--- src/rtl/ep_bank_pkg.sv ---
package ep_bank_pkg;

    typedef enum logic [1:0] {
        EP_CTRL = 2'b00,
        EP_IN   = 2'b01,
        EP_OUT  = 2'b10,
        EP_RSVD = 2'b11
    } ep_kind_e;

    typedef enum logic [1:0] {
        ST_OFF  = 2'd0,
        ST_WAIT = 2'd1,
        ST_OWN  = 2'd2,
        ST_KILL = 2'd3
    } bank_state_e;

    localparam int IRQ_SRC = 3;

endpackage

--- src/rtl/ep_bank_fsm.sv ---
module ep_bank_fsm
    import ep_bank_pkg::*;
(
    input  logic clk,
    input  logic rst_n,
    input  logic is_in,
    input  logic is_out,
    input  logic fw_clr,
    input  logic kill_req,
    input  logic room,
    input  logic has_data,
    output logic own,
    output logic kill_active
);

    bank_state_e state_q, state_d;
    logic        enabled;

    assign enabled = is_in | is_out;

    // state register
    always_ff @(posedge clk) begin
        if (!rst_n) state_q <= ST_OFF;
        else        state_q <= state_d;
    end

    // transitions: ENABLE, DISABLE, GRANT, HANDOFF, KILL, DONE
    always_comb begin
        state_d = state_q;
        if (!enabled) begin
            state_d = ST_OFF;
        end else begin
            unique case (state_q)
                ST_OFF:  state_d = ST_WAIT;
                ST_WAIT: begin
                    if (is_in && kill_req)     state_d = ST_KILL;
                    else if (is_in && room)    state_d = ST_OWN;
                    else if (is_out && has_data) state_d = ST_OWN;
                end
                ST_OWN: begin
                    if (is_in && kill_req)     state_d = ST_KILL;
                    else if (fw_clr)           state_d = ST_WAIT;
                end
                ST_KILL: state_d = ST_OWN;
            endcase
        end
    end

    // outputs
    always_comb begin
        own         = 1'b0;
        kill_active = 1'b0;
        unique case (state_q)
            ST_OFF:  ;
            ST_WAIT: ;
            ST_OWN:  own = 1'b1;
            ST_KILL: kill_active = 1'b1;
        endcase
    end

endmodule

--- src/rtl/ep_bank_count.sv ---
module ep_bank_count #(
    parameter int NUM_BANKS = 3,
    parameter int CNT_W     = 2,
    parameter int PTR_W     = 2
) (
    input  logic             clk,
    input  logic             rst_n,
    input  logic             clear,
    input  logic             push,
    input  logic             pop,
    input  logic             unpush,
    output logic [CNT_W-1:0] cnt,
    output logic [PTR_W-1:0] fill_ptr,
    output logic [PTR_W-1:0] drain_ptr
);

    localparam logic [PTR_W-1:0] LAST = PTR_W'(NUM_BANKS - 1);

    logic [CNT_W-1:0] cnt_q;
    logic [PTR_W-1:0] fill_q, drain_q;

    function automatic logic [PTR_W-1:0] fwd(input logic [PTR_W-1:0] p);
        return (p == LAST) ? '0 : p + 1'b1;
    endfunction

    function automatic logic [PTR_W-1:0] back(input logic [PTR_W-1:0] p);
        return (p == '0) ? LAST : p - 1'b1;
    endfunction

    always_ff @(posedge clk) begin
        if (!rst_n || clear) begin
            cnt_q   <= '0;
            fill_q  <= '0;
            drain_q <= '0;
        end else begin
            cnt_q <= cnt_q + CNT_W'(push) - CNT_W'(pop) - CNT_W'(unpush);
            if (push)        fill_q <= fwd(fill_q);
            else if (unpush) fill_q <= back(fill_q);
            if (pop)         drain_q <= fwd(drain_q);
        end
    end

    assign cnt       = cnt_q;
    assign fill_ptr  = fill_q;
    assign drain_ptr = drain_q;

endmodule

--- src/rtl/ep_irq_mask.sv ---
module ep_irq_mask #(
    parameter int NSRC = 3
) (
    input  logic            clk,
    input  logic            rst_n,
    input  logic [NSRC-1:0] set_en,
    input  logic [NSRC-1:0] clr_en,
    input  logic [NSRC-1:0] src,
    output logic            irq
);

    logic [NSRC-1:0] en_q;
    logic [NSRC-1:0] hit;

    for (genvar i = 0; i < NSRC; i++) begin : g_en
        always_ff @(posedge clk) begin
            if (!rst_n)         en_q[i] <= 1'b0;
            else if (clr_en[i]) en_q[i] <= 1'b0;
            else if (set_en[i]) en_q[i] <= 1'b1;
        end
        assign hit[i] = en_q[i] & src[i];
    end

    assign irq = |hit;

endmodule

--- src/rtl/ep_bank_ctrl.sv ---
module ep_bank_ctrl
    import ep_bank_pkg::*;
#(
    parameter int NUM_BANKS = 3,
    localparam int CNT_W = $clog2(NUM_BANKS + 1),
    localparam int PTR_W = (NUM_BANKS > 1) ? $clog2(NUM_BANKS) : 1
) (
    input  logic               clk,
    input  logic               rst_n,
    input  logic [1:0]         ep_kind,
    input  logic               fifo_clr,
    input  logic               kill_req,
    input  logic [IRQ_SRC-1:0] ie_set,
    input  logic [IRQ_SRC-1:0] ie_clr,
    input  logic               in_token,
    input  logic               out_rx,
    output logic               fifo_ctl,
    output logic               tx_ready,
    output logic               rx_ready,
    output logic               kill_busy,
    output logic [CNT_W-1:0]   busy_cnt,
    output logic [PTR_W-1:0]   cur_bank,
    output logic               irq
);

    logic is_in, is_out;
    logic room, has_data, one_left;
    logic own, kill_active;
    logic push, pop, unpush;
    logic [CNT_W-1:0] cnt;
    logic [PTR_W-1:0] fill_ptr, drain_ptr;

    assign is_in    = (ep_kind == EP_IN);
    assign is_out   = (ep_kind == EP_OUT);
    assign room     = (cnt < CNT_W'(NUM_BANKS));
    assign has_data = (cnt != '0);
    assign one_left = (cnt == CNT_W'(1));

    ep_bank_fsm u_fsm (
        .clk         (clk),
        .rst_n       (rst_n),
        .is_in       (is_in),
        .is_out      (is_out),
        .fw_clr      (fifo_clr),
        .kill_req    (kill_req),
        .room        (room),
        .has_data    (has_data),
        .own         (own),
        .kill_active (kill_active)
    );

    // IN: firmware fills, bus drains. OUT: bus fills, firmware drains.
    always_comb begin
        push   = 1'b0;
        pop    = 1'b0;
        unpush = 1'b0;
        if (is_in) begin
            push   = own & fifo_clr & ~kill_req;
            pop    = in_token & has_data;
            unpush = kill_active & has_data & ~(in_token & one_left);
        end else if (is_out) begin
            push   = out_rx & room;
            pop    = own & fifo_clr;
        end
    end

    ep_bank_count #(
        .NUM_BANKS (NUM_BANKS),
        .CNT_W     (CNT_W),
        .PTR_W     (PTR_W)
    ) u_count (
        .clk       (clk),
        .rst_n     (rst_n),
        .clear     (~(is_in | is_out)),
        .push      (push),
        .pop       (pop),
        .unpush    (unpush),
        .cnt       (cnt),
        .fill_ptr  (fill_ptr),
        .drain_ptr (drain_ptr)
    );

    assign fifo_ctl  = own;
    assign tx_ready  = own & is_in;
    assign rx_ready  = own & is_out;
    assign kill_busy = kill_active;
    assign busy_cnt  = cnt;
    assign cur_bank  = is_in ? fill_ptr : drain_ptr;

    ep_irq_mask #(
        .NSRC (IRQ_SRC)
    ) u_irq (
        .clk    (clk),
        .rst_n  (rst_n),
        .set_en (ie_set),
        .clr_en (ie_clr),
        .src    ({has_data, rx_ready, tx_ready}),
        .irq    (irq)
    );

endmodule

--- config.mk ---
export PLATFORM = sky130hd
export DESIGN_NAME = ep_bank_ctrl
export DESIGN_NICKNAME = d
export VERILOG_FILES = /design/src/rtl/ep_bank_pkg.sv /design/src/rtl/ep_bank_fsm.sv /design/src/rtl/ep_bank_count.sv /design/src/rtl/ep_irq_mask.sv /design/src/rtl/ep_bank_ctrl.sv
export SDC_FILE = /design/constraint.sdc
export NUM_CORES = 1
export LEC_CHECK = 0
export ABC_AREA = 1
export ABC_CLOCK_PERIOD_IN_PS = 2400
export BUFFER_PORTS_ARGS = -buffer_cell sky130_fd_sc_hd__buf_4
export CORE_MARGIN = 4
export CORE_UTILIZATION = 40
export CTS_CLUSTER_DIAMETER = 100
export DETAILED_ROUTE_END_ITERATION = 10
export HOLD_SLACK_MARGIN = 0.06
export PLACE_DENSITY = 0.67
export SYNTH_ARGS = -nofsm -noshare
export SYNTH_HDL_FRONTEND = slang
export SYNTH_HIERARCHICAL = 1
export SYNTH_SLANG_ARGS = --single-unit
--- constraint.sdc ---
create_clock -name clk -period 2.4 [get_ports clk]
set_input_delay 0.6 -clock clk [delete_from_list [all_inputs] [get_ports clk]]
set_output_delay 0.6 -clock clk [all_outputs]
set_load 0.01 [all_outputs]
==> flow_metrics.py, run 1 <==
metrics = {
    "synthesis": {
        "ys_async_sr_fraction_pct": 0,
        "synth_top_family_by_area": "simple AND/OR/NAND/NOR gates",
        "synth_xor_area_share_pct": 0,
        "synth.area.top_cells": "dfxtp_1, nand2_1, inv_1",
        "synth_nets": 147,
        "synth_most_common_cell": "nand2_1",
        "muxShareOfSynthArea_pct": 0,
        "synth_edf_count": 0,
        "seq_area_frac_synth_pct": 28.2,
        "netlist_top_cells_count": "nand2_1, inv_1, nor2_1, dfxtp_1, ha_1",
        "synth.avg_cell_area_sq_um": 6.21,
        "synth_adder_area_share_pct": 12.2,
        "synth_compound_area_share_pct": 7.68,
        "synthCells": 126,
        "yosys.area_share.simple_pct": 38.6,
        "ys_ff_latch": 11,
        "synth_warnings": 6,
        "syn_area_sq_um": 782,
        "yosysUniqueCellTypes": 21,
        "synth_top_cell_area_share_pct": 28.2,
        "synthFlopType": "dfxtp_1",
        "yosys.area.top_type": "dfxtp_1",
    },
    "die": {
        "core_sq_um": 1780,
        "dieArea_sq_um": 2730,
        "num_io_pins": 23,
        "dieWidth_um": 52.2,
        "dieHeight_um": 52.2,
        "initial_core_util_pct": 43.9,
        "rows": 15,
    },
    "routing": {
        "wl_per_cell_um": 9.26,
        "vias": 808,
        "detail-route-antenna-nets": 0,
        "drc": 0,
        "via_per_inst": 4.32,
        "drt_iter0_drc": 14,
        "firstDrtPassIters": 4,
        "wl_um": 1730,
    },
    "timing": {
        "setup_tns_ps": 0,
        "tightestPinTransition_ps": 223,
        "fin_skew_ps": 10.0,
        "slew_headroom_pct": 85.0,
        "finalWorstSetupSlack_ps": 222,
        "fin_crit_sh_pct": 90.7,
        "rsz0062_at_grt": "no",
        "setup_viol": 0,
        "slew_violations": 0,
        "final-hold-violation-count": 0,
        "max_freq_mhz": 459,
        "fin_crit_ps": 2180,
    },
    "placed_design": {
        "place_hpwl_um": 1470,
        "placed_cell_area_sq_um": 1050,
        "place_congestion": 0.801,
        "place_ws_ps": -139,
        "numPortBuffers": 22,
    },
    "final_layout": {
        "multi_input_area_sq_um": 459,
        "regArea_sq_um": 220,
        "nFillCells": 176,
        "diodes": 0,
        "nNetsFinal": 184,
        "drive_gt1_share_pct": 27.2,
        "area_delta_synth_final_pct": 38.4,
        "final_area_sq_um": 1080,
    },
    "power": {
        "power_density_nw_per_um2": 364,
        "ir_drop_v": 0.000253,
        "power_leakage_nw": 0.590,
    },
    "clock_tree": {
        "clockBufferDepth": 2,
        "clk_latency_ps": 270,
        "cts.clk_slew.worst_paths_ps": 80,
        "cts_hold_buf": 0,
        "cts_num_sinks": 11,
        "cts_tree": "done",
        "root_buffer": "clkbuf_4",
        "cts_buffers": 3,
        "cts_htree_levels": 1,
        "post_cts_buffers": 0,
        "cts_resized": 0,
    },
    "grt": {
        "grt_max_degree": 9,
        "grt_antenna_before_repair": 0,
        "track_usage_pct": 15.5,
        "grt_pass1_wl_um": 3110,
        "grt_pass1_vias": 765,
        "grt-ovfl-total": 0,
    },
    "setup_path": {
        "critical_path_class": "input port to flip-flop",
        "critPathMaxFanout": 8,
        "end_kind": "flip-flop",
        "start_kind": "input port",
        "cp.arrival_ps": 2350,
        "critPathRequiredTime_ps": 2570,
    },
    "min_path": {
        "min_path_type": "flip-flop to flip-flop",
    },
    "run": {
        "maxCapViolations": 0,
    },
    "outcome": {
        "status": "completed",
    },
}
-- registers in the layout (all words and copies together) (netlist names) --
name	flops
u_count/cnt	2
u_irq/en_q	3
u_count/fill_ptr	2
u_count/drain_ptr	2
u_fsm/state_q	2
-- area by class of cell --
type / instances / area share, %
inverters: 28 / 9.71
flip-flops and latches: 11 / 20.3
multi-input cells: 87 / 42.4
well taps: 25 / 2.89
repair buffers: 32 / 22.2
clock buffers: 4 / 2.43
-- routing by layer --
layer / track usage, % / part of all wire, % / vias up
li1: - / - / 447
met5: 0 / 0 / -
met1: 19.1 / 47 / 346
met2: 25.7 / 47 / 13
met4: 6.38 / 0.81 / 0
met3: 3.70 / 4.7 / 2
-- metrics by stage --
step | utilization [%] | hold slack, ps | power, mW | std cells
2_1_floorplan | - | 451 | 0.235 | 126
3_3_place_gp | 59.1 | 464 | 0.269 | 183
3_5_place_dp | 59.1 | 471 | 0.271 | 183
4_1_cts | 60.6 | 488 | 0.404 | 187
5_1_grt | 60.7 | 514 | 0.427 | 187
6_report | 60.7 | 483 | 0.394 | 187
-- cells in the final DEF (no fill, tap or decap) --
cell type   n
fa_1        1
buf_4      32
dfxtp_1    11
clkinv_1    2
nor2_1     17
inv_2       1
o21ai_0     2
clkbuf_4    3
o21bai_1    1
o21ai_1     2
a21oi_1     3
nand3_1     5
nand3_2     1
nand3b_1    1
nor2_4      1
ha_2        1
a21oi_2     1
clkbuf_1    1
o21ai_2     1
ha_1        5
nor2_2      2
inv_1      25
nor3_2      1
nor3b_1     1
nand2_1    41
-- power breakdown --
group / leakage, nW / internal, mW / switching, mW
clock: 0.0150 / 0.0643 / 0.0636
sequential: 0.0895 / 0.188 / 0.00451
combinational: 0.485 / 0.0383 / 0.0359
-- critical path, stage by stage --
cell and delay, ps:
buf_4 110, inv_1 50, ha_2 240, nand2_1 90, nor3_2 220, inv_1 80, fa_1 440, ha_1 210
inv_1 50, nand2_1 40, nand2_1 70, nand2_1 50, nand2_1 60, nor2_1 30
-- logic make-up after synthesis --
| group | after synthesis |
|---|---|
| AOI/OAI and AO/OA | 10 |
| adders and majority gates | 7 |
| buffers and inverters | 28 |
| DFF | 11 |
| and+or+nand+nor | 70 |
-- final timing paths --
kind	from	end	slack (ps)	cells past startpoint
hold reg to reg	u_irq/en_q[2]	u_irq/en_q[2]	480	2
hold / removal	u_irq/en_q[2]	u_irq/en_q[2]	480	2
setup / recovery	ep_kind[1]	u_count/cnt[1]	220	14
setup reg to reg	u_fsm/state_q[1]	u_count/cnt[1]	360	15
No activity file was read; power rests on OpenSTA's default activity.
==> inputs of run 2 (changes only) <==
--- a/config.mk
+++ b/config.mk
@@ -7,13 +7,12 @@
 export LEC_CHECK = 0
 export ABC_AREA = 1
 export ABC_CLOCK_PERIOD_IN_PS = 2400
-export BUFFER_PORTS_ARGS = -buffer_cell sky130_fd_sc_hd__buf_4
 export CORE_MARGIN = 4
 export CORE_UTILIZATION = 40
 export CTS_CLUSTER_DIAMETER = 100
 export DETAILED_ROUTE_END_ITERATION = 10
+export DONT_BUFFER_PORTS = 1
 export HOLD_SLACK_MARGIN = 0.06
-export PLACE_DENSITY = 0.67
 export SYNTH_ARGS = -nofsm -noshare
 export SYNTH_HDL_FRONTEND = slang
 export SYNTH_HIERARCHICAL = 1
==> run 2 against run 1 <==
Flip-flop and latch count unchanged. Highest routed layer unchanged. Non-clock buffer count decreased by 24. Largest cell class unchanged. Sequential share of layout area grew 4.1 points. Sequential power about the same. Clock-buffer cell count did not move. Worst setup slack improved by 110 ps. Combinational power is 31% lower. Via count down 12%. Global-route usage shrank 1.9 points.
==> flow_metrics.py, run 2 (synthesis gave the netlist of run 1 again) <==
metrics = {
    "grt": {
        "grt_antenna_before_repair": 0,
        "grt_pass1_wl_um": 2770,
        "grt-ovfl-total": 0,
        "track_usage_pct": 13.6,
        "grt_max_degree": 8,
        "grt_pass1_vias": 666,
    },
    "clock_tree": {
        "cts_num_sinks": 11,
        "cts_htree_levels": 1,
        "post_cts_buffers": 0,
        "cts_hold_buf": 0,
        "cts_buffers": 3,
        "cts_tree": "done",
        "clk_latency_ps": 260,
        "cts.clk_slew.worst_paths_ps": 70,
        "clockBufferDepth": 2,
        "root_buffer": "clkbuf_4",
        "cts_resized": 0,
    },
    "timing": {
        "slew_headroom_pct": 82.0,
        "max_freq_mhz": 484,
        "fin_crit_ps": 2060,
        "rsz0062_at_grt": "no",
        "fin_crit_sh_pct": 86.0,
        "final-hold-violation-count": 0,
        "tightestPinTransition_ps": 270,
        "setup_viol": 0,
        "slew_violations": 0,
        "setup_tns_ps": 0,
        "fin_skew_ps": 0.360,
    },
    "setup_path": {
        "end_kind": "flip-flop",
        "cpMostUsedCell": "nand2_1",
        "slowest_stage": "fa_1",
        "critPathMaxFanout": 7,
        "critical_path.cell_chain": "inv_1, ha_1, nand2_1, nor3_2, inv_1, fa_1, ha_1, inv_1, nand2_1, nand2_1, nand2_1, nand2_1, nor2_1",
        "critPathRequiredTime_ps": 2570,
        "critical_path_class": "input port to flip-flop",
        "cp.arrival_ps": 2230,
        "start_kind": "input port",
        "slowest_delay_ps": 440,
    },
    "die": {
        "dieHeight_um": 52.2,
        "dieWidth_um": 52.2,
        "rows": 15,
        "initial_core_util_pct": 43.9,
        "dieArea_sq_um": 2730,
        "num_io_pins": 23,
        "core_sq_um": 1780,
    },
    "placed_design": {
        "place_hpwl_um": 1340,
        "numPortBuffers": 0,
        "place_congestion": 0.753,
        "dpl.cell_count": 159,
    },
    "final_layout": {
        "drive_gt1_share_pct": 13.8,
        "final_cell_mix": "nand2_1, inv_1, nor2_1",
        "fin_cells": 163,
        "final_common_cell": "nand2_1",
        "largest_reg_flops": 3,
        "regMostFlops": "u_irq/en_q",
        "nFillCells": 193,
        "area_delta_synth_final_pct": 15.0,
        "nNetsFinal": 160,
        "diodes": 0,
    },
    "routing": {
        "drc": 0,
        "drt_iter0_drc": 10,
        "firstDrtPassIters": 4,
        "vias": 711,
        "via_per_inst": 4.36,
        "detail-route-antenna-nets": 0,
        "wl_um": 1580,
        "wl_per_cell_um": 9.71,
    },
    "min_path": {
        "min_path_type": "input port to flip-flop",
    },
    "power": {
        "power_density_nw_per_um2": 414,
        "ir_drop_v": 0.000315,
        "power_leakage_nw": 0.471,
    },
    "outcome": {
        "status": "completed",
    },
    "run": {
        "maxCapViolations": 0,
    },
}
## run 2: power by group
group | switching (mW) | internal [mW]
combinational | 0.0297 | 0.0215
sequential | 0.00484 | 0.188
clock | 0.0648 | 0.0642
total | 0.0994 | 0.273
## run 2: critical path, delay by kind of cell
family        cells  cell delay, ps
fa+ha+maj         3             910
simple gates      7             560
buf+inv           3             150
## run 2: area by class of cell
cell class / instances / area [sq um] / share of cell area, %
Multi-Input combinational cell: 87 / 457 / 50.8
Sequential cell: 11 / 220 / 24.5
Inverter: 28 / 105 / 11.7
Timing Repair Buffer: 8 / 60.1 / 6.68
Tap cell: 25 / 31.3 / 3.48
Clock buffer: 4 / 26.3 / 2.92
## run 2: per-layer routing
layer | GRT usage (%) | vias up | wire length, um
met5 | 0 | - | 0
met4 | 5.11 | 0 | 10
met3 | 2.85 | 2 | 81
met2 | 21.8 | 10 | 730
met1 | 17.7 | 297 | 760
li1 | - | 402 | -
## run 2: path summary, 6_finish.rpt
check	from	end	slack, ps	cells after the start
setup / recovery	ep_kind[1]	u_count/cnt[1]	340	13
hold / removal	rst_n	u_irq/en_q[0]	440	2
setup reg to reg	u_fsm/state_q[0]	u_count/cnt[1]	370	13
hold reg to reg	u_irq/en_q[2]	u_irq/en_q[2]	490	2
## run 2: per-stage QoR
step | area, sq um | hold WS, ps | util (%) | total power, mW | setup slack [ps]
2_1_floorplan | 782 | 451 | - | 0.235 | 40.9
3_3_place_gp | 873 | 462 | 49.0 | 0.247 | 110
3_5_place_dp | 873 | 474 | 49.0 | 0.248 | 59.6
4_1_cts | 900 | 433 | 50.5 | 0.379 | 345
5_1_grt | 900 | 427 | 50.5 | 0.399 | 179
6_report | 900 | 444 | 50.5 | 0.373 | 336
==> inputs of run 3 (changes only) <==
--- a/config.mk
+++ b/config.mk
@@ -5,7 +5,6 @@
 export SDC_FILE = /design/constraint.sdc
 export NUM_CORES = 1
 export LEC_CHECK = 0
-export ABC_AREA = 1
 export ABC_CLOCK_PERIOD_IN_PS = 2400
 export CORE_MARGIN = 4
 export CORE_UTILIZATION = 40
==> run 3 against run 2 <==
Design area down 9.5%. Hold slack worse by 44 ps. Register-to-register slack got worse by 120 ps.
==> flow_metrics.py, run 3 <==
metrics = {
    "grt": {
        "grt_max_degree": 8,
        "busiest_layer": "met2",
        "use_met1_pct": 15.5,
        "gr-usage-met2_pct": 19.1,
        "grt-ovfl-total": 0,
        "track_usage_pct": 12.8,
        "grt_antenna_before_repair": 0,
        "met3_usage_pct": 7.12,
        "grt_pass1_vias": 536,
        "grt_pass1_wl_um": 2430,
    },
    "power": {
        "power_density_nw_per_um2": 428,
        "power_frac_clock_pct": 35.4,
        "power_leakage_nw": 0.357,
        "ir_drop_v": 0.000272,
        "switching_share_pct": 23.0,
        "seq_power_share_pct": 54.9,
        "intPower_mw": 0.268,
        "combinationalPowerShare_pct": 9.7,
        "p_sw_mw": 0.0801,
    },
    "timing": {
        "slew_headroom_pct": 78.9,
        "fin_crit_sh_pct": 93.9,
        "final-hold-violation-count": 0,
        "setup_viol": 0,
        "fin_crit_ps": 2250,
        "fin_skew_ps": 3.69,
        "timing.hold.ws_ps": 400,
        "finalWorstSetupSlack_ps": 146,
        "setup_tns_ps": 0,
        "tightestPinTransition_ps": 313,
        "rsz0062_at_grt": "no",
        "max_freq_mhz": 444,
        "slew_violations": 0,
    },
    "min_path": {
        "whs_endpoint": "u_irq/en_q[2]",
        "holdCritStartpoint": "ie_clr[2]",
        "min_path_type": "input port to flip-flop",
        "min_delay_path_depth": 1,
    },
    "clock_tree": {
        "root_buffer": "clkbuf_4",
        "clockBufferDepth": 2,
        "cts_htree_levels": 1,
        "clk_latency_ps": 260,
        "cts.clk_slew.worst_paths_ps": 70,
        "cts_resized": 0,
        "cts_buffers": 3,
        "cts_hold_buf": 0,
        "cts_tree": "done",
        "post_cts_buffers": 0,
        "cts_num_sinks": 11,
    },
    "die": {
        "dieHeight_um": 50.6,
        "rows": 15,
        "dieArea_sq_um": 2560,
        "num_io_pins": 23,
        "core_sq_um": 1730,
        "dieWidth_um": 50.6,
        "initial_core_util_pct": 42.0,
    },
    "synthesis": {
        "synth_warnings": 6,
        "synth.avg_cell_area_sq_um": 9.07,
        "syn_area_sq_um": 726,
        "synth_edf_count": 0,
        "synth_nets": 101,
        "ys_ff_latch": 11,
        "seq_area_frac_synth_pct": 30.3,
        "synth.area.top_cells": "dfxtp_1, ha_1, inv_1",
        "netlist_top_cells_count": "dfxtp_1, inv_1, ha_1, nor2_1",
        "synth_top_cell_area_share_pct": 30.3,
        "synthFlopType": "dfxtp_1",
        "yosysUniqueCellTypes": 34,
        "synthCells": 80,
        "yosys.area.top_type": "dfxtp_1",
        "ys_async_sr_fraction_pct": 0,
    },
    "setup_path": {
        "worstReg2RegStart": "u_fsm/state_q[1]",
        "critPathRequiredTime_ps": 1800,
        "end_kind": "primary output",
        "r2r_end": "u_count/cnt[1]",
        "r2r_setup_slack_ps": 250,
        "critical_path_class": "input port to primary output",
        "start_kind": "input port",
        "cp.arrival_ps": 1650,
        "reg2reg_depth": 8,
        "critPathMaxFanout": 7,
    },
    "final_layout": {
        "nFillCells": 173,
        "area_delta_synth_final_pct": 12.2,
        "nNetsFinal": 110,
        "diodes": 0,
        "drive_gt1_share_pct": 14.8,
        "regMostFlops": "u_irq/en_q",
        "final_cell_mix": "inv_1, dfxtp_1, nor2_1",
        "final_core_util_pct": 47.2,
        "largest_reg_flops": 3,
    },
    "placed_design": {
        "place_ws_ps": 96.4,
        "place_hpwl_um": 1200,
        "numPortBuffers": 0,
        "place_congestion": 0.782,
    },
    "routing": {
        "drc": 0,
        "drt_iter0_drc": 19,
        "via_per_inst": 5.16,
        "wl_per_cell_um": 13.3,
        "firstDrtPassIters": 4,
        "wl_um": 1510,
        "detail-route-antenna-nets": 0,
        "vias": 583,
    },
    "outcome": {
        "status": "completed",
    },
    "run": {
        "maxCapViolations": 0,
    },
}
-- run 3: cell count changes after synthesis, sizes merged, moves of 3 or more --
cell	change
nand2	-38
inv	-15
nor2	-14
nand3	-5
nand2b	+3
and2	+4
-- run 3: through the flow --
stage / power [mW] / area [sq um] / cells
finish: 0.348 / 815 / 113
global route: 0.370 / 815 / 113
CTS: 0.357 / 815 / 113
detailed placement: 0.229 / 788 / 109
global placement: 0.229 / 788 / 109
floorplan: 0.221 / 731 / 80
-- run 3: per-layer routing --
| layer | wire (um) | vias up |
|---|---|---|
| li1 | - | 294 |
| met1 | 700 | 262 |
| met2 | 653 | 25 |
| met3 | 144 | 2 |
| met4 | 10 | 0 |
| met5 | 0 | - |
-- run 3: worst max-delay path, cell delays in order --
cell,delay (ps)
inv_1,20
ha_2,210
buf_4,160
and2_1,180
a222oi_1,350
inv_1,130
-- run 3: how the worst max path moves through the flow --
stage                     slack (ps)             end             start  cells after the start
after global placement           130  u_count/cnt[1]        ep_kind[0]                      9
after CTS                        140             irq        ep_kind[1]                      6
after global routing              50  u_count/cnt[1]  u_fsm/state_q[1]                      8
after detailed placement         100  u_count/cnt[1]        ep_kind[1]                      8
after floorplan                   40  u_count/cnt[1]        ep_kind[1]                      9
final                            150             irq        ep_kind[1]                      6
-- run 3: cell families (layout without fill, tap and decap cells) --
logic type | Yosys count | after routing | synth area share [%]
compound gates | 17 | 17 | 17.1
xor+xnor | 1 | 1 | 3.28
fa+ha+maj | 7 | 7 | 13.1
buf+inv | 12 | 20 | 7.24
flops | 11 | 11 | 30.3
mux | 3 | 3 | 4.48
simple gates | 29 | 29 | 24.5
-- run 3: final cells by class --
| cell class | count | area (sq um) | share of cell area (%) |
|---|---|---|---|
| well taps | 25 | 31.3 | 3.84 |
| repair buffers | 5 | 37.5 | 4.61 |
| multi-input cells | 57 | 458 | 56.2 |
| clock buffers | 4 | 26.3 | 3.23 |
| inverters | 11 | 41.3 | 5.07 |
| flip-flops and latches | 11 | 220 | 27.0 |
-- run 3: power groups by stage --
stage	Clock, mW	Sequential, mW	Combinational [mW]
after CTS	0.132	0.191	0.0336
final	0.123	0.191	0.0338
after detailed placement	0	0.196	0.0334
after floorplan	0	0.194	0.0270
after global routing	0.140	0.192	0.0385
after global placement	0	0.196	0.0334
